`src/rtl/ext_imm_pkg.sv`:
```
// Shared definitions for the prefix-extended immediate builder.
// Assumes the kind encoding is fixed by the decoder that feeds the block.
package ext_imm_pkg;
    typedef enum logic [1:0] {
        KIND_U7  = 2'd0,
        KIND_S7  = 2'd1,
        KIND_U13 = 2'd2,
        KIND_S13 = 2'd3
    } imm_kind_e;

    typedef logic [1:0] pfx_cnt_t;
endpackage

```
`src/rtl/ext_pfx_store.sv`:
```
// Holds up to two pending prefix fields and their count.
// Assumes an accepted instruction or a taken interrupt empties the store,
// and that a prefix strobe is ignored in the same cycle as either of them.
module ext_pfx_store
    import ext_imm_pkg::*;
#(
    parameter int PFX_W = 13
) (
    input  logic             clk,
    input  logic             rst_n,
    input  logic             pfx_stb,
    input  logic             clear,
    input  logic [PFX_W-1:0] pfx_in,
    output pfx_cnt_t         cnt,
    output logic [PFX_W-1:0] old_f,
    output logic [PFX_W-1:0] new_f,
    output logic             ovf
);
    localparam pfx_cnt_t FULL = 2'd2;

    logic accept;
    assign accept = pfx_stb && !clear;

    // Update the count and the fields; a third prefix shifts out the oldest
    always_ff @(posedge clk) begin
        if (!rst_n || clear) begin
            cnt   <= '0;
            old_f <= '0;
            new_f <= '0;
        end else if (accept) begin
            case (cnt)
                2'd0: begin
                    old_f <= pfx_in;
                    cnt   <= 2'd1;
                end
                2'd1: begin
                    new_f <= pfx_in;
                    cnt   <= FULL;
                end
                default: begin
                    old_f <= new_f;
                    new_f <= pfx_in;
                end
            endcase
        end
    end

    // Pulse the diagnostic flag one cycle after a prefix hits a full store
    always_ff @(posedge clk) begin
        if (!rst_n) ovf <= 1'b0;
        else        ovf <= accept && (cnt == FULL);
    end


    cnt_bound_chk: assert property (@(posedge clk) disable iff (!rst_n)
        cnt != 2'd3);

    clear_empties_chk: assert property (@(posedge clk) disable iff (!rst_n)
        clear |=> (cnt == 2'd0));

    ovf_cause_chk: assert property (@(posedge clk) disable iff (!rst_n)
        ovf |-> ($past(cnt) == FULL && $past(pfx_stb)));

    full_stays_full_chk: assert property (@(posedge clk) disable iff (!rst_n)
        (cnt == FULL && pfx_stb && !clear) |=> (cnt == FULL && old_f == $past(new_f)));
endmodule

```
`src/rtl/ext_imm_compose.sv`:
```
// Combinational builder of the wide immediate from the immediate field,
// its kind and zero, one or two prefix fields.
// Assumes the caller forces the count to zero for delay-slot instructions.
module ext_imm_compose
    import ext_imm_pkg::*;
#(
    parameter int PFX_W   = 13,
    parameter int SHORT_W = 7,
    parameter int LONG_W  = 13,
    parameter int MID_W   = 16,
    parameter int IMM_W   = 24
) (
    input  logic [1:0]        kind,
    input  logic [LONG_W-1:0] imm,
    input  pfx_cnt_t          n,
    input  logic [PFX_W-1:0]  a,
    input  logic [PFX_W-1:0]  b,
    output logic [IMM_W-1:0]  value
);
    localparam int ONE_S_W = PFX_W + SHORT_W;
    localparam int LOW_A_W = MID_W - LONG_W;
    localparam int TWO_S_W = 2 * PFX_W + SHORT_W;
    localparam int TWO_L_W = 2 * PFX_W + LONG_W;

    imm_kind_e             k;
    logic                  is_short;
    logic                  is_signed;
    logic [SHORT_W-1:0]    s_imm;
    logic [ONE_S_W-1:0]    one_s;
    logic [MID_W-1:0]      one_l;
    logic [TWO_S_W-1:0]    two_s;
    logic [TWO_L_W-1:0]    two_l;

    assign k         = imm_kind_e'(kind);
    assign is_short  = (k == KIND_U7) || (k == KIND_S7);
    assign is_signed = (k == KIND_S7) || (k == KIND_S13);
    assign s_imm     = imm[SHORT_W-1:0];
    assign one_s     = {a, s_imm};
    assign one_l     = {a[LOW_A_W-1:0], imm};
    assign two_s     = {a, b, s_imm};
    assign two_l     = {a, b, imm};

    // Pick the widening rule from the prefix count and the immediate size
    always_comb begin
        case (n)
            2'd0: begin
                if (is_short)
                    value = is_signed ? IMM_W'($signed(s_imm)) : IMM_W'(s_imm);
                else
                    value = is_signed ? IMM_W'($signed(imm)) : IMM_W'(imm);
            end
            2'd1: value = is_short ? IMM_W'($signed(one_s)) : IMM_W'($signed(one_l));
            default: value = is_short ? IMM_W'(two_s) : IMM_W'(two_l);
        endcase
    end
endmodule

```
`src/rtl/ext_imm_builder.sv`:
```
// Top of the prefix-extended immediate builder. Collects prefixes and
// registers the built immediate one cycle after each accepted instruction.
// Assumes at most one instruction per cycle, and that irq_taken marks a
// cycle whose decode is abandoned.
module ext_imm_builder
    import ext_imm_pkg::*;
#(
    parameter int PFX_W   = 13,
    parameter int SHORT_W = 7,
    parameter int LONG_W  = 13,
    parameter int MID_W   = 16,
    parameter int IMM_W   = 24
) (
    input  logic              clk,
    input  logic              rst_n,
    input  logic              insn_valid,
    input  logic [LONG_W-1:0] imm_field,
    input  logic [1:0]        imm_kind,
    input  logic              in_delay_slot,
    input  logic              pfx_valid,
    input  logic [PFX_W-1:0]  pfx_field,
    input  logic              irq_taken,
    output logic              imm_valid,
    output logic [IMM_W-1:0]  imm_value,
    output logic              pfx_overflow
);
    logic             fire;
    logic             flush;
    pfx_cnt_t         cnt;
    pfx_cnt_t         eff_cnt;
    logic [PFX_W-1:0] old_f;
    logic [PFX_W-1:0] new_f;
    logic [IMM_W-1:0] built;

    assign fire    = insn_valid && !irq_taken;
    assign flush   = insn_valid || irq_taken;
    assign eff_cnt = in_delay_slot ? 2'd0 : cnt;

    ext_pfx_store #(.PFX_W(PFX_W)) u_store (
        .clk     (clk),
        .rst_n   (rst_n),
        .pfx_stb (pfx_valid),
        .clear   (flush),
        .pfx_in  (pfx_field),
        .cnt     (cnt),
        .old_f   (old_f),
        .new_f   (new_f),
        .ovf     (pfx_overflow)
    );

    ext_imm_compose #(
        .PFX_W   (PFX_W),
        .SHORT_W (SHORT_W),
        .LONG_W  (LONG_W),
        .MID_W   (MID_W),
        .IMM_W   (IMM_W)
    ) u_compose (
        .kind  (imm_kind),
        .imm   (imm_field),
        .n     (eff_cnt),
        .a     (old_f),
        .b     (new_f),
        .value (built)
    );

    // Register the result and its one-cycle valid pulse
    always_ff @(posedge clk) begin
        if (!rst_n) begin
            imm_valid <= 1'b0;
            imm_value <= '0;
        end else begin
            imm_valid <= fire;
            if (fire) imm_value <= built;
        end
    end


    valid_origin_chk: assert property (@(posedge clk) disable iff (!rst_n)
        imm_valid |-> $past(insn_valid));

    irq_drops_chk: assert property (@(posedge clk) disable iff (!rst_n)
        irq_taken |=> !imm_valid);

    value_hold_chk: assert property (@(posedge clk) disable iff (!rst_n)
        !insn_valid |=> $stable(imm_value));

    irq_empties_chk: assert property (@(posedge clk) disable iff (!rst_n)
        irq_taken |=> (cnt == 2'd0));
endmodule

```
`config.mk`:
```
export PLATFORM = sky130hd
export DESIGN_NAME = ext_imm_builder
export DESIGN_NICKNAME = d
export VERILOG_FILES = /design/src/rtl/ext_imm_pkg.sv /design/src/rtl/ext_pfx_store.sv /design/src/rtl/ext_imm_compose.sv /design/src/rtl/ext_imm_builder.sv
export SDC_FILE = /design/constraint.sdc
export NUM_CORES = 1
export LEC_CHECK = 0
export ABC_AREA = 1
export CAP_MARGIN = 20
export CORE_ASPECT_RATIO = 2
export CORE_MARGIN = 2
export CORE_UTILIZATION = 30
export DETAILED_ROUTE_END_ITERATION = 8
export GPL_TIMING_DRIVEN = 0
export PLACE_DENSITY_LB_ADDON = 0.1
export SLEW_MARGIN = 20
export SYNTH_ARGS = -nofsm -noshare
export SYNTH_HDL_FRONTEND = slang
export SYNTH_HIERARCHICAL = 1
export SYNTH_SLANG_ARGS = --single-unit
```
`constraint.sdc`:
```
create_clock -name clk -period 2.02 [get_ports clk]
set_input_delay 0.404 -clock clk [delete_from_list [all_inputs] [get_ports clk]]
set_output_delay 0.404 -clock clk [all_outputs]
set_load 0.005 [all_outputs]
```
==> results.py, run 1 <==
metrics = {
    "cells_and_area": {
        "nNetsFinal": 642,
        "antenna-diode-count": 0,
        "areaGrowthSynthToFinish_pct": 25.07,
        "fill_cells": 1252,
        "layout_common_cells": "nand2_1 (173), nor2_1 (116), inv_1 (75)",
        "drive_gt1_share_pct": 11.33,
        "layout.cells.most_common": "nand2_1",
    },
    "floorplan": {
        "design.die.area_um2": 11960,
        "rows": 54,
        "core_area_um2": 10810,
        "start_util_pct": 30.66,
        "floorplan.die.height_um": 152.6,
        "die_width_um": 78.33,
        "io-pin-count": 60,
    },
    "clock_network": {
        "cts_sinks": 54,
        "tritoncts": "yes",
        "hold_buffers": 0,
        "clock_latency_ns": 0.29,
        "postCtsSetupBuffers": 0,
        "cts_inserted_buffers": 5,
        "clock_tree.htree_level_count": 2,
        "path_clk_slew_ns": 0.07,
        "cts.path.max_buffers": 2,
        "cts_root_buf": "clkbuf_16",
    },
    "logic_synthesis": {
        "mappedNetlistArea_um2": 3314,
        "ys.warnings.count": 6,
        "post_synth_num_cell_types": 23,
        "ys_ff_latch": 54,
        "syn-mean-instance-area_um2": 6.015,
        "yosysSeqAreaShare_pct": 32.62,
        "mappedNetlistNets": 585,
        "synthesis.instances": 551,
    },
    "worst_hold_path": {
        "hold_class": "in -> reg",
        "worstHoldPathCells": 5,
        "whs_endpoint": "imm_value[2]$_SDFFE_PN0P_",
        "worst_hold_startpoint": "imm_field[2]",
    },
    "setup_path": {
        "crit_slowest_cell": "clkdlybuf4s50_1",
        "timing.critical_path.slowest_cell_delay_ns": 0.51,
        "worst_setup_path_end_kind": "flip-flop",
        "regToRegEndpoint": "imm_value[23]$_SDFFE_PN0P_",
        "cp-start-kind": "input port",
        "reg2reg_slack_ns": 0.39,
        "path_type_of_the_worst_setup_path": "in -> reg",
        "crit_path_cell_trace": "clkdlybuf4s50_1 > inv_4 > nand2_1 > inv_2 > nand2_1 > nor2_2 > buf_6 > nand2_1 > nor2_1 > nor2_1",
        "critical_path_required_ns": 2.22,
        "r2r.worst_path.cells": 10,
        "worst_r2r_startpoint": "u_store/cnt[1]$_SDFFE_PP0P_",
        "crit_buf_inv": 4,
        "critical_path.max_fanout": 17,
        "critical-path-top-cell-by-count": "nand2_1",
        "critical-path-top-delay-family": "buffers and inverters",
        "arrival_ns": 2.05,
    },
    "sta": {
        "max_slew.worst_pin.slew_ns": 0.4448,
        "hold_slack_ns": 0.4123,
        "worst_clock_skew_ns": 0.007079,
        "final_max_slew_viol_count": 0,
        "rsz0062_at_grt": "false",
        "finalHoldViolations": 0,
        "slew_headroom_pct": 70.34,
        "final_count_of_negative_setup_slack_endpoints": 0,
        "post-route-period-util_pct": 91.90,
        "period_needed_ns": 1.856,
        "max_clock_freq_mhz": 538.7,
    },
    "global_route": {
        "grt_pass1_vias": 3189,
        "grt_use_total_pct": 15.88,
        "grt_remaining_overflow": 0,
        "grt_antenna_before_repair": 0,
        "grt_start_max_net_pins": 18,
        "wire_length_of_the_first_global_routing_pass_um": 14980,
    },
    "routing": {
        "firstDrtPassIters": 4,
        "detail_route.vias_per_cell": 4.226,
        "wirelength_per_cell_um": 11.86,
        "drtAntennaViolNets": 0,
        "drcViolationCount": 0,
        "detailroute.via_count": 3165,
        "number_of_drc_violations_after_detailed_routing_iteration_0": 56,
        "postRouteWirelength_um": 8881,
    },
    "power": {
        "final_power_mw": 2.414,
        "power.density_nw_per_um2": 582.4,
        "p_leak_nw": 2.011,
        "ir_drop_mv": 0.3392,
    },
    "status": {
        "run_status": "finished, final reports clean",
    },
    "placed_design": {
        "hpwl_detailed_um": 7469,
        "place.gp.congestion": 0.9064,
        "buffer_ports.inserted": 51,
    },
    "run": {
        "drv_cap": 0,
    },
}
==> power breakdown <==
part	internal, mW	switching [mW]	leakage, nW
Clock	0.493	0.385	0.0739
Sequential	1.10	0.0174	0.440
Combinational	0.207	0.212	1.50
==> final cells by class <==
type                       instances  area [µm²]  share of cell area (%)
sequential                        54        1081                   26.08
buffer                            34       262.8                   6.339
clock buffer                       7       142.6                   3.441
inverter                          83       319.1                   7.697
timing repair buffer              51       510.5                   12.32
multi-input combinational        379        1649                   39.78
clock inverter                     1       5.005                  0.1207
tap                              140       175.2                   4.226
==> synth_stat cells, drive strengths merged <==
| cell type | instances | area, µm² |
|---|---|---|
| buf | 33 | 260.3 |
| nand3 | 62 | 365.4 |
| a21oi | 1 | 5.000 |
| a21boi | 1 | 7.510 |
| nor4 | 1 | 6.260 |
| o21ai | 13 | 65.06 |
| dfxtp | 54 | 1081 |
| clkbuf | 2 | 7.510 |
| and3 | 1 | 6.260 |
| nand2 | 178 | 700.7 |
| nor2 | 122 | 493.0 |
| inv | 83 | 316.5 |
==> kinds of logic (layout without fill, tap and decap cells) <==
kind of cell | after synthesis | count (layout) | synth area share (%)
buffers and inverters | 118 | 176 | 17.63
AOI/OAI and AO/OA | 15 | 15 | 2.340
and+or+nand+nor | 364 | 364 | 47.41
DFF | 54 | 54 | 32.62
==> repair_timing <==
item,in CTS,in global routing
gates resized for setup,0,1
pin swaps,0,1
setup endpoints to repair,23,20
gates cloned,0,0
==> sequential cells by signal (all words and copies together), names as in the netlist <==
register and count:
imm_valid 1, imm_value 24, u_store/cnt 2, u_store/new_f 13, u_store/old_f 13, u_store/ovf 1
==> worst reg2reg max path, cell delays in order (launching register included) <==
cell and delay, ns:
dfxtp_1 0.37, inv_1 0.05, nor2_1 0.18, buf_6 0.19
buf_2 0.25, nand3_1 0.19, nand3_2 0.13, inv_1 0.04
nand3_1 0.06, nand2_1 0.05, nor2_1 0.07
==> per-stage QoR <==
stage | instances | area [µm²] | worst slack [ns] | util (%) | setup TNS [ns]
floorplan | 551 | 3314 | 0.4907 | - | 0
global placement | 742 | 4000 | -0.3398 | 37.00 | -8.288
detailed placement | 742 | 4000 | -0.3865 | 37.00 | -9.271
CTS | 749 | 4143 | 0.04895 | 38.32 | 0
global route | 749 | 4145 | 0.03693 | 38.34 | 0
finish | 749 | 4145 | 0.1637 | 38.34 | 0
==> metal layers <==
layer	global-route usage [%]	up-vias	part of all wire, %
met5	0	-	0
met2	33.33	58	59
met1	14.22	1356	36
met4	6.934	0	2.5
met3	1.896	12	2.6
li1	-	1739	-
==> worst max-delay path by stage <==
stage / from / to / slack [ns] / cells after the start
floorplan: irq_taken / u_store/old_f[10]$_SDFFE_PP0P_ / 0.49 / 10
global placement: irq_taken / u_store/old_f[10]$_SDFFE_PP0P_ / -0.34 / 11
detailed placement: irq_taken / u_store/old_f[11]$_SDFFE_PP0P_ / -0.39 / 11
CTS: irq_taken / u_store/old_f[11]$_SDFFE_PP0P_ / 0.05 / 10
global route: irq_taken / u_store/old_f[6]$_SDFFE_PP0P_ / 0.04 / 10
finish: irq_taken / u_store/old_f[11]$_SDFFE_PP0P_ / 0.16 / 10
No activity file was read; power rests on OpenSTA's default activity.
==> inputs of run 2 (changes only) <==
--- a/config.mk
+++ b/config.mk
@@ -8,7 +8,7 @@
 export ABC_AREA = 1
 export CAP_MARGIN = 20
 export CORE_ASPECT_RATIO = 2
-export CORE_MARGIN = 2
+export CORE_MARGIN = 4
 export CORE_UTILIZATION = 30
 export DETAILED_ROUTE_END_ITERATION = 8
 export GPL_TIMING_DRIVEN = 0
==> results.py, run 2 (same netlist as run 1, synthesis figures left out) <==
metrics = {
    "status": {
        "run_status": "finished, final reports clean",
    },
    "worst_hold_path": {
        "hold_class": "in -> reg",
        "worst_hold_startpoint": "imm_field[2]",
        "worstHoldPathCells": 5,
        "whs_endpoint": "imm_value[2]$_SDFFE_PN0P_",
    },
    "cells_and_area": {
        "top_register": "imm_value",
        "antenna-diode-count": 0,
        "finish.cell_count_without_fillers": 750,
        "layout.cells.most_common": "nand2_1",
        "reg_top3": "imm_value: 24 flops, u_store/new_f: 13 flops, u_store/old_f: 13 flops",
        "areaGrowthSynthToFinish_pct": 25.78,
        "layout_common_cells": "nand2_1 (173), nor2_1 (116), inv_1 (75)",
        "drive_gt1_share_pct": 11.64,
        "fill_cells": 1229,
        "largest_register_ffs": 24,
        "nNetsFinal": 643,
        "finalInstanceArea_um2": 4169,
    },
    "setup_path": {
        "crit_slowest_cell": "clkdlybuf4s50_1",
        "timing.critical_path.slowest_cell_delay_ns": 0.56,
        "regToRegEndpoint": "imm_value[23]$_SDFFE_PN0P_",
        "worst_r2r_startpoint": "u_store/cnt[1]$_SDFFE_PP0P_",
        "critical_path.max_fanout": 17,
        "cp-start-kind": "input port",
        "critical-path-top-cell-by-count": "nor2_1",
        "worst_setup_path_end_kind": "flip-flop",
        "r2r.worst_path.cells": 10,
        "critical_path_required_ns": 2.21,
        "crit_path_cell_trace": "clkdlybuf4s50_1 > clkinv_2 > nand2_1 > nor2_4 > nand2_4 > inv_4 > buf_12 > nor2_1 > nor2_1",
        "path_type_of_the_worst_setup_path": "in -> reg",
        "reg2reg_slack_ns": 0.42,
        "arrival_ns": 2.06,
    },
    "clock_network": {
        "path_clk_slew_ns": 0.07,
        "cts_sinks": 54,
        "clock_tree.htree_level_count": 2,
        "hold_buffers": 0,
        "clock_latency_ns": 0.30,
        "cts_inserted_buffers": 5,
        "tritoncts": "yes",
        "cts.path.max_buffers": 2,
        "cts_root_buf": "clkbuf_16",
    },
    "global_route": {
        "wire_length_of_the_first_global_routing_pass_um": 14790,
        "grt_use_total_pct": 14.89,
        "top_usage_layer": "met2",
        "grt_antenna_before_repair": 0,
        "gr-usage-met2_pct": 30.21,
        "gr-usage-met1_pct": 14.07,
        "grt_start_max_net_pins": 18,
        "grt_remaining_overflow": 0,
        "grt_pass1_vias": 3057,
        "gr_met3_demand_resource_pct": 2.131,
    },
    "routing": {
        "drtAntennaViolNets": 0,
        "number_of_drc_violations_after_detailed_routing_iteration_0": 143,
        "firstDrtPassIters": 4,
        "postRouteWirelength_um": 8993,
        "detail_route.vias_per_cell": 4.180,
        "wirelength_per_cell_um": 11.99,
        "drcViolationCount": 0,
        "detailroute.via_count": 3135,
    },
    "placed_design": {
        "dpl_worst_slack_ns": -0.3926,
        "place_inst": 742,
        "buffer_ports.inserted": 51,
        "post_dp_cell_area_um2": 4000,
        "hpwl_detailed_um": 7514,
        "place.gp.congestion": 0.8803,
    },
    "sta": {
        "max_slew.worst_pin.slew_ns": 0.4427,
        "rsz0062_at_grt": "false",
        "post-route-period-util_pct": 92.64,
        "final_count_of_negative_setup_slack_endpoints": 0,
        "period_needed_ns": 1.871,
        "worst_clock_skew_ns": 0.006632,
        "final_max_slew_viol_count": 0,
        "max_clock_freq_mhz": 534.4,
        "fin_setup_tns_ns": 0,
        "slew_headroom_pct": 70.48,
        "timing.final.ws_setup_ns": 0.1487,
        "finalHoldViolations": 0,
    },
    "run": {
        "drv_cap": 0,
    },
    "power": {
        "ir_drop_mv": 0.3349,
        "power.density_nw_per_um2": 603.0,
        "p_leak_nw": 2.026,
        "final_power_mw": 2.514,
    },
    "floorplan": {
        "io-pin-count": 60,
        "design.die.area_um2": 12900,
        "core_area_um2": 10880,
        "start_util_pct": 30.47,
        "rows": 54,
        "die_width_um": 82.33,
        "floorplan.die.height_um": 156.6,
    },
}
==> run 2: cell types whose count changed in the layout (fill, tap and decap cells not counted) <==
cell       previous run  this run
inv_4                 3         2
bufinv_16             0         1
clkbuf_1              3         2
buf_4                12        13
clkbuf_8              1         0
clkinv_2              1         3
==> run 2: how the worst max path moves through the flow <==
stage                                           endpoint  depth (start not counted)      start
final                      u_store/new_f[0]$_SDFFE_PP0P_                          9  irq_taken
after global routing       u_store/new_f[0]$_SDFFE_PP0P_                          9  irq_taken
after CTS                  u_store/old_f[6]$_SDFFE_PP0P_                         10  irq_taken
after detailed placement   u_store/old_f[3]$_SDFFE_PP0P_                          8  irq_taken
after global placement     u_store/old_f[4]$_SDFFE_PP0P_                         11  irq_taken
after floorplan           u_store/old_f[10]$_SDFFE_PP0P_                         10  irq_taken
==> run 2: critical path: cells and delay by family <==
kind,cells,cell delay (ns)
AND/OR/NAND/NOR,5,0.64
buffers and inverters,4,1.00
==> run 2: layout make-up <==
cell class | instances | area (µm²) | share of cell area, %
Buffer | 34 | 262.8 | 6.303
Inverter | 83 | 317.8 | 7.623
Multi-Input combinational cell | 379 | 1649 | 39.56
Timing Repair Buffer | 52 | 518.0 | 12.42
Clock buffer | 5 | 125.1 | 3.001
Tap cell | 140 | 175.2 | 4.202
Clock inverter | 3 | 40.04 | 0.9604
Sequential cell | 54 | 1081 | 25.93
==> run 2: layer usage <==
metal	wire (µm)	share of wire, %	vias to the layer above
met5	0	0	-
met4	196	2.2	0
met3	349	3.9	11
met2	5294	59	66
met1	3153	35	1314
li1	-	-	1744
==> run 2: what timing repair did <==
action | in CTS | in global routing
endpoints found under the setup margin | 23 | 15
setup buffers | 1 | 0
gates cloned | 0 | 0
gates resized for setup | 0 | 1
pin swaps | 1 | 0
==> run 2: power by group <==
group          total (mW)  switching [mW]  leakage, nW  internal (mW)
Clock               0.976           0.395       0.0836          0.581
Combinational       0.420           0.212         1.50          0.208
Sequential           1.12          0.0175        0.440           1.10
==> run 2: metrics by stage <==
step | hold slack (ns) | utilization [%]
final | 0.4055 | 38.33
after global routing | 0.4360 | 38.33
after CTS | 0.4032 | 38.31
after detailed placement | 0.4708 | 36.77
after global placement | 0.4619 | 36.77
after floorplan | 0.4653 | -
